==> config.mk <==
export PLATFORM = sky130hd
export DESIGN_NAME = frame_seq
export DESIGN_NICKNAME = d
export VERILOG_FILES = /design/src/rtl/fseq_pkg.sv /design/src/rtl/fseq_divider.sv /design/src/rtl/fseq_irqflag.sv /design/src/rtl/frame_seq.sv
export SDC_FILE = /design/constraint.sdc
export NUM_CORES = 1
export LEC_CHECK = 0
export ABC_CLOCK_PERIOD_IN_PS = 2100
export CAP_MARGIN = 20
export CORE_UTILIZATION = 23
export CTS_BUF_LIST = sky130_fd_sc_hd__clkbuf_4 sky130_fd_sc_hd__clkbuf_8 sky130_fd_sc_hd__clkbuf_16
export DETAILED_ROUTE_END_ITERATION = 16
export REMOVE_ABC_BUFFERS = 1
export SETUP_SLACK_MARGIN = 0.1
export SYNTH_ARGS = -nofsm -noshare
export SYNTH_HDL_FRONTEND = slang
export SYNTH_SLANG_ARGS = --single-unit
==> constraint.sdc <==
create_clock -name clk -period 2.1 [get_ports clk]
set_input_delay 0.63 -clock clk [delete_from_list [all_inputs] [get_ports clk]]
set_output_delay 0.63 -clock clk [all_outputs]
set_load 0.05 [all_outputs]
==> src/rtl/fseq_pkg.sv <==
// Shared definitions for the frame sequencer: register addresses, bit
// positions and the sequence-length encoding.
package fseq_pkg;
    typedef enum logic {
        SEQ_FOUR = 1'b0,
        SEQ_FIVE = 1'b1
    } seq_mode_e;

    localparam logic [15:0] STATUS_ADDR = 16'h4015;
    localparam logic [15:0] CTRL_ADDR   = 16'h4017;
    localparam int          MODE_BIT    = 7;
    localparam int          INHIBIT_BIT = 6;
    localparam int          FLAG_BIT    = 6;
    localparam int          STEP_W      = 3;
endpackage

==> src/rtl/fseq_divider.sv <==
// Step divider. It counts STEP_CLKS clocks per step and walks the step
// index through 4 or 5 steps.
// Assumes: restart has priority over counting, and no step end is reported
// in a restart cycle.
module fseq_divider #(
    parameter int STEP_CLKS = 3729
) (
    input  logic                      clk,
    input  logic                      rst_n,
    input  logic                      restart,
    input  logic                      five_step,
    output logic                      step_end,
    output logic                      at_half_step,
    output logic                      at_last_step
);
    import fseq_pkg::*;

    localparam int DIV_W = (STEP_CLKS > 1) ? $clog2(STEP_CLKS) : 1;
    localparam logic [DIV_W-1:0] DIV_LAST = DIV_W'(STEP_CLKS - 1);

    logic [DIV_W-1:0]  div_q;
    logic [STEP_W-1:0] step_q;
    logic [STEP_W-1:0] last_idx;
    logic              div_wrap;

    assign last_idx     = five_step ? STEP_W'(4) : STEP_W'(3);
    assign div_wrap     = (div_q == DIV_LAST);
    assign step_end     = div_wrap && !restart;
    assign at_last_step = (step_q == last_idx);
    assign at_half_step = (step_q == STEP_W'(1)) || at_last_step;

    // Clock divider and step index, both restarted by reset or a control write.
    always_ff @(posedge clk) begin
        if (!rst_n || restart) begin
            div_q  <= '0;
            step_q <= '0;
        end else if (div_wrap) begin
            div_q  <= '0;
            step_q <= at_last_step ? '0 : step_q + STEP_W'(1);
        end else begin
            div_q <= div_q + DIV_W'(1);
        end
    end


    step_range_chk: assert property (@(posedge clk) disable iff (!rst_n)
        step_q <= STEP_W'(4));

    generate
        if (STEP_CLKS > 1) begin : g_gap

            step_gap_chk: assert property (@(posedge clk) disable iff (!rst_n)
                step_end |=> !step_end);
        end
    endgenerate
endmodule

==> src/rtl/fseq_irqflag.sv <==
// Frame interrupt flag. Set on the last step of the 4-step sequence,
// cleared by an inhibit write or a status read.
// Assumes: a status read clears the flag at the same edge that captures it.
module fseq_irqflag (
    input  logic clk,
    input  logic rst_n,
    input  logic set_evt,
    input  logic inhibit_wr,
    input  logic status_rd,
    output logic flag
);
    logic flag_q;

    // Flag update. Inhibit write first, then the set event, then the read acknowledge.
    always_ff @(posedge clk) begin
        if (!rst_n)
            flag_q <= 1'b0;
        else if (inhibit_wr)
            flag_q <= 1'b0;
        else if (set_evt)
            flag_q <= 1'b1;
        else if (status_rd)
            flag_q <= 1'b0;
    end

    assign flag = flag_q;


    flag_set_chk: assert property (@(posedge clk) disable iff (!rst_n)
        (set_evt && !inhibit_wr) |=> flag_q);

    read_ack_chk: assert property (@(posedge clk) disable iff (!rst_n)
        (status_rd && !set_evt) |=> !flag_q);

    inhibit_clr_chk: assert property (@(posedge clk) disable iff (!rst_n)
        inhibit_wr |=> !flag_q);
endmodule

==> src/rtl/frame_seq.sv <==
// Frame sequencer top. Holds the control register, decodes bus accesses,
// forms the quarter- and half-frame pulses and drives the level IRQ.
// Assumes: strobes last one cycle, and read data is registered for one cycle.
module frame_seq #(
    parameter int STEP_CLKS = 3729
) (
    input  logic        clk,
    input  logic        rst_n,
    input  logic [15:0] bus_addr,
    input  logic        bus_wr,
    input  logic [7:0]  bus_wdata,
    input  logic        bus_rd,
    output logic [7:0]  bus_rdata,
    output logic        qtr_pulse,
    output logic        half_pulse,
    output logic        irq
);
    import fseq_pkg::*;

    seq_mode_e mode_q;
    logic      inhibit_q;
    logic      kick_q;
    logic      ctrl_wr;
    logic      status_rd;
    logic      step_end;
    logic      at_half_step;
    logic      at_last_step;
    logic      flag;
    logic      set_evt;
    logic [7:0] rdata_q;

    assign ctrl_wr   = bus_wr && (bus_addr == CTRL_ADDR);
    assign status_rd = bus_rd && (bus_addr == STATUS_ADDR);

    fseq_divider #(.STEP_CLKS(STEP_CLKS)) u_div (
        .clk          (clk),
        .rst_n        (rst_n),
        .restart      (ctrl_wr),
        .five_step    (mode_q == SEQ_FIVE),
        .step_end     (step_end),
        .at_half_step (at_half_step),
        .at_last_step (at_last_step)
    );

    assign set_evt = step_end && at_last_step && (mode_q == SEQ_FOUR);

    fseq_irqflag u_flag (
        .clk        (clk),
        .rst_n      (rst_n),
        .set_evt    (set_evt),
        .inhibit_wr (ctrl_wr && bus_wdata[INHIBIT_BIT]),
        .status_rd  (status_rd),
        .flag       (flag)
    );

    // Control register: sequence length, inhibit bit and the 5-step kick.
    always_ff @(posedge clk) begin
        if (!rst_n) begin
            mode_q    <= SEQ_FOUR;
            inhibit_q <= 1'b0;
            kick_q    <= 1'b0;
        end else begin
            kick_q <= ctrl_wr && bus_wdata[MODE_BIT];
            if (ctrl_wr) begin
                mode_q    <= seq_mode_e'(bus_wdata[MODE_BIT]);
                inhibit_q <= bus_wdata[INHIBIT_BIT];
            end
        end
    end

    // Read data register: captures the flag before the acknowledge clears it.
    always_ff @(posedge clk) begin
        if (!rst_n)
            rdata_q <= '0;
        else if (status_rd)
            rdata_q <= 8'(flag) << FLAG_BIT;
        else
            rdata_q <= '0;
    end

    assign bus_rdata  = rdata_q;
    assign qtr_pulse  = step_end || kick_q;
    assign half_pulse = (step_end && at_half_step) || kick_q;
    assign irq        = flag && !inhibit_q;


    five_no_flag_chk: assert property (@(posedge clk) disable iff (!rst_n)
        (mode_q == SEQ_FIVE && !flag) |=> !flag);

    half_with_qtr_chk: assert property (@(posedge clk) disable iff (!rst_n)
        half_pulse |-> qtr_pulse);

    kick_chk: assert property (@(posedge clk) disable iff (!rst_n)
        (ctrl_wr && bus_wdata[MODE_BIT]) |=> (qtr_pulse && half_pulse));

    rdata_mask_chk: assert property (@(posedge clk) disable iff (!rst_n)
        (bus_rdata & 8'hBF) == 8'h00);
endmodule

==> results_dict.tcl <==
set metrics [dict create \
    outcome "finished, violations left" \
    violations "setup timing" \
    wl_per_cell_um 10.8 \
    placed_area_sq_um 1390 \
    cts_tree "done" \
    synth_cell_type_count 33 \
    skew_ns 0.00231 \
    finalNetCount 192 \
    yosysSeqAreaShare 0.372 \
    ant_nets 0 \
    syn_area_sq_um 1080 \
    comb_power_share 0.152 \
    ir_worst_vdd_v 0.000275 \
    finalInstanceArea_sq_um 1560 \
    clkTransAtPathRegs_ns 0.07 \
    fin_ws_ns -0.167 \
    yosys.area_share.adder 0.0465 \
    synth-seq-cells 20 \
    switching_power_w 0.000199 \
    grt_usage 0.100 \
    synthMuxAreaShare 0.0105 \
    vias_per_cell 4.43 \
    cts_sinks 20 \
    fin_crit_sh 1.08 \
    clockBufferDepth 2 \
    start_util 0.244 \
    grt_pass1_wl_mm 3.93 \
    hpwlAfterDp_mm 1.64 \
    synth_compound_area_frac 0.103 \
    netlist_instances 124 \
    htree_levels 1 \
    slew_violations 0 \
    crit_required_ns 1.47 \
    startpoint_type "primary input" \
    remaining_drc_errors 0 \
    cap_violations 0 \
    power_frac_seq 0.487 \
    synth_top_family_by_area "simple AND/OR/NAND/NOR gates" \
    yosys.area.top_type_share 0.372 \
    clk-insertion-delay-late_ns 0.26 \
    layout-drive-gt1-share 0.245 \
    synth_warnings 0 \
    grt_overflow 0 \
    drtPass1Iterations 4 \
    cp_data_arrival_time_ns 1.64 \
    drt_iter0_markers 30 \
    worstPathMaxFanout 3 \
    clockRootBuffer "clkbuf_8" \
    cts_buffers 3 \
    reg2reg_slack_ns 0.41 \
    antennaDiodeCount 0 \
    synthXorXnorAreaFrac 0.0814 \
    syn_to_final_growth_pct 44.8 \
    final_hold_viol_count 0 \
    dieHeight_um 70.4 \
    grt_start_max_net_pins 12 \
    rows 24 \
    hp-class "reg -> reg" \
    layout_min_cycle_time_ns 2.27 \
    leakagePower_nw 0.616 \
    ff2ff_path_depth 7 \
    io_buffers 25 \
    die_w_um 70.4 \
    gp_congestion 0.747 \
    holdPathStages 1 \
    synth.area.top_cells "dfxtp_1 37%, buf_4 5.6%, nor2_1 5.6%, ha_1 4.7%, xnor2_1 4.1%" \
    coreArea_sq_um 4410 \
    dieArea_sq_um 4960 \
    dr_total_vias 935 \
    holdWs_ns 0.439 \
    syn_area_per_cell_sq_um 8.68 \
    first_global_vias 855 \
    swShare 0.245 \
    intPower_w 0.000612 \
    worstSetupPathType "in -> out" \
    worstSetupEndpointType "output port" \
    yosys.area_share.simple 0.295 \
    antenna_found_initial 0 \
    power_density_nw_per_um2 521 \
    max_freq_ghz 0.441 \
    power_frac_clock 0.361 \
    ios 39 \
    wirelength_mm 2.27 \
    synth_area_leader_cell "dfxtp_1" \
    setup_viol 2 \
    rsz0062_at_grt "true" \
]
[cells in the mapped netlist]
cell type,instances
dfxtp_1,20
nor3b_4,1
and4b_1,1
a311o_2,1
o31ai_1,2
nor3_1,3
nand4_1,4
nor4_1,2
xor2_1,5
nand3_4,1
o311a_1,1
mux2_2,1
buf_4,8
a31oi_1,1
o21ai_0,4
nor2_1,16
xnor2_1,5
o211ai_1,1
and4bb_1,1
nor2b_1,2
and2_1,1
nand3_1,6
conb_1,1
and4_1,2
o211ai_2,1
o311ai_0,1
a21oi_1,4
nand2_1,10
ha_1,4
or4b_1,1
and3_1,2
nor4bb_1,2
inv_1,9
[critical path, cell delays in order]
cell,delay [ns]
clkdlybuf4s50_1,0.42
nand2_2,0.10
nor2_2,0.06
o31ai_2,0.23
buf_6,0.19
[power groups by stage]
stage               registers (W)  logic (W)  clock network, W
global route             0.000397   0.000134          0.000322
detailed placement       0.000404   0.000113                 0
global placement         0.000403   0.000112                 0
finish                   0.000395   0.000123          0.000293
floorplan                0.000402  0.0000591                 0
CTS                      0.000395   0.000124          0.000309
[cells by family after synthesis]
group / after synthesis
and+or+nand+nor: 55
DFF: 20
buffers and inverters: 17
AOI/OAI and AO/OA: 16
xor gates and xnor gates: 10
adders and majority gates: 4
other: 1
muxes: 1
[stage by stage]
stage / instances / setup slack (ns) / TNS (ns) / power, W / util
after global routing: 211 / -0.226 / -0.434 / 0.000852 / 0.353
final: 211 / -0.167 / -0.303 / 0.000811 / 0.353
after detailed placement: 204 / -0.660 / -5.09 / 0.000516 / 0.316
after CTS: 212 / -0.161 / -0.315 / 0.000827 / 0.354
after global placement: 204 / -0.638 / -4.97 / 0.000516 / 0.316
after floorplan: 122 / -0.781 / -1.44 / 0.000461 / -
[what timing repair did]
action | in CTS | in global routing
hold buffers | 0 | 0
gates cloned | 1 | 0
gates resized for setup | 67 | 3
buffers inserted | 5 | 0
pin swaps | 9 | 4
hold endpoints to repair | 0 | 0
setup endpoints to repair | 16 | 16
[registers in the layout, indices dropped and copies added (netlist names)]
| signal | flops |
|---|---|
| u_div.div_q | 12 |
| u_div.step_q | 3 |
| bus_rdata | 1 |
| inhibit_q | 1 |
| kick_q | 1 |
| mode_q | 1 |
| u_flag.flag | 1 |
[layout make-up]
type                       count  area (sq um)
fill                         462          2860
timing repair buffer          33           325
sequential                    20           402
tap                           52          65.1
clock buffer                   4          55.1
multi-input combinational     93           677
inverter                       9          33.8
[final timing paths]
check / startpoint / end
hold / removal: u_div.div_q[0] / u_div.div_q[0]
hold reg to reg: u_div.div_q[0] / u_div.div_q[0]
setup reg to reg: u_div.div_q[0] / u_div.step_q[2]
setup / recovery: bus_wr / half_pulse
[metal layers]
metal  up-vias  track usage  routed length [um]
met2        15        0.153                1040
met1       421        0.132                1130
met4         0       0.0356                  29
met5         -            0                   0
li1        495            -                   -
met3         4       0.0303                  79
[cells in the final DEF, fill, tap and decap left out, types with 5 or more instances in the layout]
cell type / n
inv_1: 9
conb_1: 7
xor2_1: 5
nand2_1: 9
nor2_1: 15
clkdlybuf4s50_1: 5
buf_6: 8
nand3_1: 6
dfxtp_1: 19
buf_2: 5
buf_4: 6
clkdlybuf4s15_1: 5
xnor2_1: 5
Power figures use the tool's default switching activity.
